### config.mk
export PLATFORM = sky130hd
export DESIGN_NAME = fetch_sampler
export DESIGN_NICKNAME = d
export VERILOG_FILES = /design/src/rtl/fsamp_pkg.sv /design/src/rtl/fs_period.sv /design/src/rtl/fs_latency.sv /design/src/rtl/fs_record.sv /design/src/rtl/fetch_sampler.sv
export SDC_FILE = /design/constraint.sdc
export NUM_CORES = 1
export LEC_CHECK = 0
export ABC_CLOCK_PERIOD_IN_PS = 2300
export BUFFER_PORTS_ARGS = -buffer_cell sky130_fd_sc_hd__buf_4
export CORE_MARGIN = 3
export CORE_UTILIZATION = 54
export CTS_BUF_LIST = sky130_fd_sc_hd__clkbuf_16
export DETAILED_ROUTE_END_ITERATION = 8
export GPL_ROUTABILITY_DRIVEN = 0
export HOLD_SLACK_MARGIN = 0.03
export PLACE_DENSITY = 0.88
export SYNTH_ARGS = -nofsm -noshare
export SYNTH_HDL_FRONTEND = slang
export SYNTH_SLANG_ARGS = --single-unit
### constraint.sdc
create_clock -name clk -period 2.3 [get_ports clk]
set_input_delay 0.23 -clock clk [delete_from_list [all_inputs] [get_ports clk]]
set_output_delay 0.23 -clock clk [all_outputs]
set_load 0.05 [all_outputs]
### src/rtl/fsamp_pkg.sv
package fsamp_pkg;

  typedef enum logic [1:0] {
    ST_COUNT = 2'd0,
    ST_TRACK = 2'd1,
    ST_HOLD  = 2'd2
  } fs_state_e;

  typedef struct packed {
    logic aborted;
    logic ic_miss;
    logic tlb1_miss;
    logic tlb2_miss;
  } fs_flags_t;

endpackage

### src/rtl/fs_period.sv
module fs_period #(
  parameter int PW = 8
) (
  input  logic          clk,
  input  logic          rst_n,
  input  logic [PW-1:0] cfg_period,
  input  logic          step_i,
  input  logic          clear_i,
  output logic          armed_o
);

  logic [PW-1:0] cnt_q;

  function automatic logic reached(input logic [PW-1:0] cnt, input logic [PW-1:0] lim);
    return cnt >= lim;
  endfunction

  assign armed_o = reached(cnt_q, cfg_period);

  always_ff @(posedge clk) begin
    if (!rst_n)       cnt_q <= '0;
    else if (clear_i) cnt_q <= '0;
    else if (step_i)  cnt_q <= cnt_q + 1'b1;
  end

  // an accepted acknowledge leaves the count at zero
  assert_reload_on_ack_R10: assert property (@(posedge clk) disable iff (!rst_n)
    clear_i |=> (cnt_q == '0));

  // the count never advances once the period is reached
  assert_no_count_past_limit_R2: assert property (@(posedge clk) disable iff (!rst_n)
    (armed_o && !clear_i) |=> (cnt_q == $past(cnt_q)));

endmodule

### src/rtl/fs_latency.sv
module fs_latency #(
  parameter int LW = 16
) (
  input  logic          clk,
  input  logic          rst_n,
  input  logic          start_i,
  input  logic          run_i,
  output logic [LW-1:0] lat_upd_o
);

  localparam logic [LW-1:0] LAT_MAX = {LW{1'b1}};

  logic [LW-1:0] lat_q;

  function automatic logic [LW-1:0] sat_inc(input logic [LW-1:0] v);
    return (v == LAT_MAX) ? v : v + 1'b1;
  endfunction

  assign lat_upd_o = sat_inc(lat_q);

  always_ff @(posedge clk) begin
    if (!rst_n)       lat_q <= '0;
    else if (start_i) lat_q <= '0;
    else if (run_i)   lat_q <= lat_upd_o;
  end

  // once at the maximum, the count stays there while running
  assert_lat_hold_max_R8: assert property (@(posedge clk) disable iff (!rst_n)
    (run_i && !start_i && lat_q == LAT_MAX) |=> (lat_q == LAT_MAX));

  // below the maximum, a running count advances by exactly one
  assert_lat_step_R7: assert property (@(posedge clk) disable iff (!rst_n)
    (run_i && !start_i && lat_q != LAT_MAX) |=> (lat_q == $past(lat_q) + 1'b1));

endmodule

### src/rtl/fs_record.sv
module fs_record import fsamp_pkg::*; #(
  parameter int AW  = 32,
  parameter int PGW = 2,
  parameter int LW  = 16
) (
  input  logic           clk,
  input  logic           rst_n,
  input  logic           commit_i,
  input  logic           release_i,
  input  logic [AW-1:0]  addr_i,
  input  fs_flags_t      flags_i,
  input  logic [PGW-1:0] page_i,
  input  logic [LW-1:0]  lat_i,
  output logic           valid_o,
  output logic [AW-1:0]  addr_o,
  output fs_flags_t      flags_o,
  output logic [PGW-1:0] page_o,
  output logic [LW-1:0]  lat_o
);

  always_ff @(posedge clk) begin
    if (!rst_n) begin
      valid_o <= 1'b0;
      addr_o  <= '0;
      flags_o <= '0;
      page_o  <= '0;
      lat_o   <= '0;
    end else if (commit_i) begin
      valid_o <= 1'b1;
      addr_o  <= addr_i;
      flags_o <= flags_i;
      page_o  <= page_i;
      lat_o   <= lat_i;
    end else if (release_i) begin
      valid_o <= 1'b0;
    end
  end

  // an accepted acknowledge drops the valid flag
  assert_valid_clears_R10: assert property (@(posedge clk) disable iff (!rst_n)
    release_i |=> !valid_o);

  // valid rises only through a commit
  assert_rise_needs_commit_R3: assert property (@(posedge clk) disable iff (!rst_n)
    (!valid_o && !commit_i) |=> !valid_o);

endmodule

### src/rtl/fetch_sampler.sv
module fetch_sampler import fsamp_pkg::*; #(
  parameter int AW  = 32,
  parameter int TW  = 4,
  parameter int PW  = 8,
  parameter int PGW = 2,
  parameter int LW  = 16
) (
  input  logic           clk,
  input  logic           rst_n,
  input  logic [PW-1:0]  cfg_period,
  input  logic           fs_valid,
  input  logic [AW-1:0]  fs_addr,
  input  logic [TW-1:0]  fs_tag,
  input  logic           fe_valid,
  input  logic [TW-1:0]  fe_tag,
  input  logic           fe_aborted,
  input  logic           fe_ic_miss,
  input  logic           fe_tlb1_miss,
  input  logic           fe_tlb2_miss,
  input  logic [PGW-1:0] fe_page,
  input  logic           smp_ack,
  output logic           smp_valid,
  output logic [AW-1:0]  smp_addr,
  output logic           smp_aborted,
  output logic           smp_ic_miss,
  output logic           smp_tlb1_miss,
  output logic           smp_tlb2_miss,
  output logic [PGW-1:0] smp_page,
  output logic [LW-1:0]  smp_latency
);

  fs_state_e     st_q;
  logic [AW-1:0] trk_addr_q;
  logic [TW-1:0] trk_tag_q;

  // named internal events
  logic      armed;
  logic      sel_fire;
  logic      count_step;
  logic      end_hit;
  logic      ack_take;
  logic      tracking;
  logic [LW-1:0] lat_upd;
  fs_flags_t end_flags;
  fs_flags_t rec_flags;

  function automatic logic tag_match(input logic [TW-1:0] a, input logic [TW-1:0] b);
    return a == b;
  endfunction

  assign tracking   = (st_q == ST_TRACK);
  assign sel_fire   = (st_q == ST_COUNT) && fs_valid && armed;
  assign count_step = (st_q == ST_COUNT) && fs_valid && !armed;
  assign end_hit    = tracking && fe_valid && tag_match(fe_tag, trk_tag_q);
  assign ack_take   = (st_q == ST_HOLD) && smp_ack;

  assign end_flags = '{aborted: fe_aborted, ic_miss: fe_ic_miss,
                       tlb1_miss: fe_tlb1_miss, tlb2_miss: fe_tlb2_miss};

  always_ff @(posedge clk) begin
    if (!rst_n) begin
      st_q       <= ST_COUNT;
      trk_addr_q <= '0;
      trk_tag_q  <= '0;
    end else begin
      unique case (st_q)
        ST_COUNT: if (sel_fire) begin
          st_q       <= ST_TRACK;
          trk_addr_q <= fs_addr;
          trk_tag_q  <= fs_tag;
        end
        ST_TRACK: if (end_hit) st_q <= ST_HOLD;
        ST_HOLD:  if (ack_take) st_q <= ST_COUNT;
        default:  st_q <= ST_COUNT;
      endcase
    end
  end

  fs_period #(.PW(PW)) u_period (
    .clk        (clk),
    .rst_n      (rst_n),
    .cfg_period (cfg_period),
    .step_i     (count_step),
    .clear_i    (ack_take),
    .armed_o    (armed)
  );

  fs_latency #(.LW(LW)) u_latency (
    .clk       (clk),
    .rst_n     (rst_n),
    .start_i   (sel_fire),
    .run_i     (tracking),
    .lat_upd_o (lat_upd)
  );

  fs_record #(.AW(AW), .PGW(PGW), .LW(LW)) u_record (
    .clk       (clk),
    .rst_n     (rst_n),
    .commit_i  (end_hit),
    .release_i (ack_take),
    .addr_i    (trk_addr_q),
    .flags_i   (end_flags),
    .page_i    (fe_page),
    .lat_i     (lat_upd),
    .valid_o   (smp_valid),
    .addr_o    (smp_addr),
    .flags_o   (rec_flags),
    .page_o    (smp_page),
    .lat_o     (smp_latency)
  );

  assign smp_aborted   = rec_flags.aborted;
  assign smp_ic_miss   = rec_flags.ic_miss;
  assign smp_tlb1_miss = rec_flags.tlb1_miss;
  assign smp_tlb2_miss = rec_flags.tlb2_miss;

  // no selection while a record is held
  assert_no_select_in_hold_R9: assert property (@(posedge clk) disable iff (!rst_n)
    smp_valid |-> !sel_fire);

  // the held record is frozen until acknowledged
  assert_record_stable_R9: assert property (@(posedge clk) disable iff (!rst_n)
    (smp_valid && !smp_ack) |=> (smp_valid && $stable(smp_addr) && $stable(smp_latency)
                                 && $stable(smp_page) && $stable(rec_flags)));

  // a commit follows tracking
  assert_commit_from_track_R3: assert property (@(posedge clk) disable iff (!rst_n)
    $rose(smp_valid) |-> $past(tracking));

  // one tracked fetch at a time
  assert_single_track_R11: assert property (@(posedge clk) disable iff (!rst_n)
    tracking |-> !sel_fire);

endmodule

==> run summary, run 1 <==
Status - completed
Post-Syn Nets - 688
Share of layout cells above drive strength 1 - 22.9%
Peak supply drop - 0.521 mV
WS Path Type - reg2reg
Routed wire length - 13.0 mm
DR iter-0 viols - 273
Largest net degree at the start of global routing - 62
Endpoints failing hold - 0
Clock sink count - 117
Total of max-cap violations - 0
WL per Instance - 15.0 µm
DR vias - 4,801
Buffers on Ports - 113
Ys async rst share - 0%
CP Data Required Time - 2.62 ns
Pre-antenna DRT Iters - 5
Via/cell ratio - 5.54
Ant diodes - 0
Synthesis warning total - 0
Full die area - 10,900 µm²
Tcrit/Tclk final - 91.7%
Power per cell area - 725 nW/µm²
TritonCTS clock tree - yes
Main flop type after synthesis - dfxtp_1
Worst slew pin tran - 0.779 ns
Routed Antenna Nets - 0
Num ports - 114
Cell variety after synth - 45
Crit path time final - 2.11 ns
Final-report setup violation count - 0
H-tree depth - 4
Postcts setup bufs - 0
Core area - 9330 µm²
Number of synthesized flops with an enable pin - 0
Nets - 794
Max_slew headroom - 47.6%
Syn Inst Count - 619
CP endpoint kind - flip-flop
Grt total ovfl - 0
Internal power - 3.85 mW
Overall Global Routing Usage - 24.1%
Setup TNS - 0 ns
Combinational Power Share - 4.3%
P&R area growth vs syn - 29.4%
Clk root buf - clkbuf_16
Initial Util - 56.2%
CP arrival - 2.43 ns
Switching Fraction - 21.7%
Sequential Power Share - 41.4%
Clk Latency, worst-skew pair - 0.41 ns
Most common cell after layout, fill and taps aside - nand2_1
Sequential cell area fraction in the yosys report - 44.6%
Syn Std Cell Area - 5250 µm²
Hold Crit Class - in2reg
Die height - 105 µm
Clock Power Share - 54.3%
Sw Pwr - 1.07 mW
Critical path launch point type - flip-flop
Clock Skew - 0.0105 ns
Worst-path clk slew - 0.06 ns
Num rows - 35
Max Clock Freq - 0.474 GHz
DPL Wire Length - 9.06 mm
RSZ-0062 raised after global routing - no
Static Leakage - 2.65 nW
Chip width - 105 µm
Residual DRC count - 0
Critical path peak fanout - 26
First-pass GRT wire length - 21.8 mm
Antenna violations before repair - 0
Post-synthesis register bit count - 117
Syn avg cell area - 8.48 µm²
Vias in the first global route - 4,734
Clock Tree Buf Depth - 2
Pins Over Slew Limit - 0
Most frequent cells in the layout - nand2_1, buf_4, dfxtp_1, mux2i_1, a21boi_0
Final Core Density - 72.8%
CTS Buf Count - 17
repair_timing:
item / in CTS / in global routing
endpoints found under the setup margin: 0 / 5
hold buffers: 0 / 0
resized for setup: 0 / 1
worst max-delay path, stage by stage, from the launching register on:
cell       delay, ns
dfxtp_1         0.33
inv_1           0.06
ha_1            0.26
nand2b_4        0.15
a2111oi_4       0.40
o31ai_2         0.17
and2_2          0.26
buf_12          0.19
mux2i_1         0.21
cells by family after synthesis:
family          count (synthesis)  synth area share, %
buf+inv                        52                 4.65
fa+ha+maj                      10                 2.38
flops                         117                 44.6
simple gates                  277                 23.7
mux                            43                 8.20
xor+xnor                       13                 2.17
compound gates                107                 14.2
power by group through the flow:
stage                     Sequential (mW)  Combinational (mW)  Clock [mW]
after global placement               2.08               0.205           0
after global routing                 2.04               0.232        2.80
after floorplan                      2.08               0.107           0
after CTS                            2.04               0.212        2.69
final                                2.04               0.212        2.67
after detailed placement             2.08               0.211           0
layout make-up:
cell class	instances	area [µm²]
Clock inverter	14	178
Inverter	10	37.5
Tap cell	129	161
Timing Repair Buffer	129	981
Multi-Input combinational cell	450	2660
Fill cell	677	2540
Sequential cell	117	2340
Clock buffer	17	425
flip-flops by register name (all words and copies together), names as in the netlist:
register,flops
st_q,2
u_period.cnt_q,8
u_record.flags_o,4
u_record.page_o,2
u_latency.lat_q,16
trk_addr_q,32
trk_tag_q,4
u_record.valid_o,1
u_record.addr_o,32
u_record.lat_o,16
cell usage after synthesis (4+ instances only):
cell type    n  share of area (%)
mux2i_1     43                8.2
nor2_1      26                1.9
xor2_1       5               0.83
a21boi_0    40                5.7
o21a_1       4               0.57
buf_6        4               0.86
and4_1       5               0.83
dfxtp_1    117                 45
ha_1        10                2.4
clkbuf_1    23                1.6
buf_2       15                1.4
nand4_1     11                1.3
o21ai_0     21                2.0
nand3_1     15                1.4
nand2_1    175                 13
xnor2_1      8                1.3
a21oi_1     16                1.5
nor3_1      15                1.4
nor3b_1      4               0.57
o31ai_1      5               0.72
or3_1        8               0.95
a31oi_1      6               0.72
inv_1       10               0.72
metrics by stage:
stage	instances	power, mW	hold WS (ns)	cell area (µm²)	setup slack [ns]
2_1_floorplan	619	2.19	0.372	5250	0.227
3_3_place_gp	835	2.29	0.442	6180	0.206
3_5_place_dp	835	2.29	0.448	6180	0.117
4_1_cts	866	4.94	0.0683	6790	0.100
5_1_grt	866	5.07	0.0731	6790	0.0409
6_report	866	4.92	0.0760	6790	0.192
path summary, 6_finish.rpt:
check | to | slack, ns | cells past startpoint | start
worst max-delay path | trk_addr_q[19]$_SDFFE_PN0P_ | 0.19 | 8 | u_period.cnt_q[0]$_SDFFE_PP0P_
worst min-delay path | trk_addr_q[14]$_SDFFE_PN0P_ | 0.08 | 3 | fs_addr[14]
worst max register to register | trk_addr_q[19]$_SDFFE_PN0P_ | 0.19 | 8 | u_period.cnt_q[0]$_SDFFE_PP0P_
worst min register to register | u_record.addr_o[30]$_SDFFE_PN0P_ | 0.46 | 2 | u_record.addr_o[30]$_SDFFE_PN0P_
layer usage:
| metal | up-vias | wire length (µm) | GRT usage [%] |
|---|---|---|---|
| met4 | 0 | 368 | 11.1 |
| met1 | 2262 | 5370 | 28.0 |
| met5 | - | 0 | 0 |
| met3 | 31 | 748 | 7.10 |
| li1 | 2336 | - | - |
| met2 | 172 | 6520 | 41.0 |
No activity file was read; power rests on OpenSTA's default activity.
==> run 2: changes to the inputs <==
CORE_UTILIZATION = 40   (was 54)
PLACE_DENSITY = 0.71   (was 0.88)
==> run summary, run 2 (same netlist as run 1, synthesis figures left out) <==
Status - completed
Static Leakage - 2.63 nW (-0.66%)
Residual DRC count - 0 (unchanged)
CP Data Required Time - 2.58 ns (-0.04 ns)
Clk Latency, worst-skew pair - 0.41 ns (about the same)
CTS Buf Count - 17 (unchanged)
Postcts setup bufs - 0 (unchanged)
Clock Tree Buf Depth - 2 (unchanged)
Largest net degree at the start of global routing - 61 (-1.6%)
Worst Hold Path Cells - 3 (unchanged)
Critical path depth - 8 (unchanged)
Critical path launch point type - flip-flop
Peak supply drop - 0.325 mV (-38%)
Endpoints failing hold - 0 (unchanged)
Grt total ovfl - 0 (unchanged)
Met3 Routed Length - 702 µm (-6.1%)
Top Family by Delay on Critical Path - compound AO/OA/AOI/OAI gates
Worst slew pin tran - 0.765 ns (-0.0138 ns)
Max Clock Freq - 0.472 GHz (-0.57%)
Overall Global Routing Usage - 17.8% (-6.4 points)
Total of max-cap violations - 0 (unchanged)
Full die area - 14,500 µm² (+33%)
Nets - 793 (-0.13%)
Most frequent cells in the layout - nand2_1, buf_4, dfxtp_1, mux2i_1, a21boi_0
RR Endpoint - trk_addr_q[6]$_SDFFE_PN0P_
Clock sink count - 117 (unchanged)
Max_slew headroom - 48.6% (+0.93 points)
DR vias - 4,703 (-2.0%)
Largest regs - trk_addr_q x32, u_record.addr_o x32
Clk root buf - clkbuf_16
CP arrival - 2.40 ns (-0.03 ns)
CP cell instances - inv_1 > ha_1 > nand2b_4 > a2111oi_4 > o31ai_2 > and2_2 > buf_12 > mux2i_1
Power per cell area - 692 nW/µm² (-4.5%)
Chip width - 121 µm (+15%)
Share of layout cells above drive strength 1 - 22.0% (-0.95 points)
Critical path peak fanout - 36 (+38%)
Worst hold endpoint - trk_addr_q[19]$_SDFFE_PN0P_
Crit-path slowest cell - a2111oi_4
Highest metal layer with signal wires - met4
Vias in the first global route - 4,524 (-4.4%)
Ant diodes - 0 (unchanged)
Routed length on met2 - 6.21 mm (-4.8%)
P&R area growth vs syn - 29.7%
Total Power - 4.71 mW (-4.3%)
Hold Path Origin - fs_addr[19]
Buffers on Ports - 113 (unchanged)
Post-CTS resize count - 0 (unchanged)
# hold bufs at CTS - 0 (unchanged)
Setup TNS - 0 ns (unchanged)
Slowest Stage Delay on Critical Path - 0.41 ns (about the same)
WL met1 - 5.55 mm (+3.2%)
Num ports - 114 (unchanged)
Worst R2R Setup Slack - 0.18 ns (about the same)
Via/cell ratio - 5.17 (-6.7%)
WS Path Type - reg2reg
TritonCTS clock tree - yes
WL per Instance - 14.0 µm (-6.6%)
Buf/Inv on CP - 2 (unchanged)
DPL Wire Length - 9.20 mm (+1.6%)
Routed Antenna Nets - 0 (unchanged)
Routed wire length - 12.8 mm (-2.0%)
Placed inst area - 6260 µm² (+1.2%)
Core area - 12,700 µm² (+36%)
Pins Over Slew Limit - 0 (unchanged)
Worst r2r src - u_period.cnt_q[0]$_SDFFE_PP0P_
Pre-antenna DRT Iters - 5 (unchanged)
Num rows - 41 (+17%)
Final-report setup violation count - 0 (unchanged)
RSZ-0062 raised after global routing - no
H-tree depth - 4 (unchanged)
Hold Crit Class - in2reg
Reg2Reg Depth - 8 (unchanged)
First-pass GRT wire length - 20.9 mm (-3.8%)
Final instance area - 6800 µm² (+0.24%)
Crit path time final - 2.12 ns (+0.0121 ns)
Antenna violations before repair - 0 (unchanged)
Tcrit/Tclk final - 92.2% (+0.53 points)
Clock Skew - 0.00677 ns (-0.00368 ns)
DR iter-0 viols - 351 (+29%)
Initial Util - 41.2% (-15 points)
CP endpoint kind - flip-flop
Worst-path clk slew - 0.05 ns (about the same)
Die height - 121 µm (+15%)
Most common cell after layout, fill and taps aside - nand2_1
==> run 2: changes by cell type in the layout (fill, tap and decap cells not counted), sizes merged <==
cell and delta:
bufinv -1, clkinv +3, buf -1, inv -1
==> run 2: worst register-to-register path, stage by stage (launching register included) <==
cell       delay (ns)
dfxtp_1          0.32
inv_1            0.06
ha_1             0.26
nand2b_4         0.15
a2111oi_4        0.42
o31ai_2          0.17
and2_2           0.25
buf_12           0.20
mux2i_1          0.18
==> run 2: how the worst max path moves through the flow <==
stage                                         from  slack (ns)                                to
finish              u_period.cnt_q[0]$_SDFFE_PP0P_        0.18        trk_addr_q[6]$_SDFFE_PN0P_
global route        u_period.cnt_q[0]$_SDFFE_PP0P_       0.008  u_latency.lat_q[14]$_SDFFE_PP0N_
CTS                 u_period.cnt_q[0]$_SDFFE_PP0P_        0.07  u_latency.lat_q[14]$_SDFFE_PP0N_
detailed placement  u_period.cnt_q[0]$_SDFFE_PP0P_        0.09  u_latency.lat_q[14]$_SDFFE_PP0N_
global placement    u_period.cnt_q[0]$_SDFFE_PP0P_        0.18  u_latency.lat_q[15]$_SDFFE_PP0N_
floorplan           u_period.cnt_q[0]$_SDFFE_PP0P_        0.23    u_period.cnt_q[7]$_SDFFE_PP0P_
==> run 2: per-stage QoR <==
stage	hold slack, ns	std cells	utilization (%)	worst slack [ns]
after floorplan	0.372	619	-	0.227
after global placement	0.442	877	49.2	0.177
after detailed placement	0.447	877	49.2	0.0937
after CTS	0.0645	909	53.5	0.0694
after global routing	0.0746	909	53.5	0.00767
final	0.0734	909	53.5	0.180
==> run 2: area by class of cell <==
| type | count | area (µm²) |
|---|---|---|
| Clock buffer | 17 | 425 |
| Clock inverter | 15 | 123 |
| Fill cell | 1197 | 5920 |
| Inverter | 10 | 37.5 |
| Multi-Input combinational cell | 450 | 2660 |
| Sequential cell | 117 | 2340 |
| Tap cell | 172 | 215 |
| Timing Repair Buffer | 128 | 998 |
==> run 2: power breakdown <==
part           switching, mW  total (mW)  internal [mW]
combinational          0.101       0.215          0.115
clock                  0.902        2.46           1.55
sequential           0.00412        2.04           2.03
total                   1.01        4.71           3.70
==> run 2: routing by layer <==
| layer | vias up | GRT usage [%] |
|---|---|---|
| li1 | 2338 | - |
| met1 | 2205 | 21.6 |
| met2 | 133 | 29.2 |
| met3 | 27 | 5.14 |
| met4 | 0 | 7.79 |
| met5 | - | 0 |
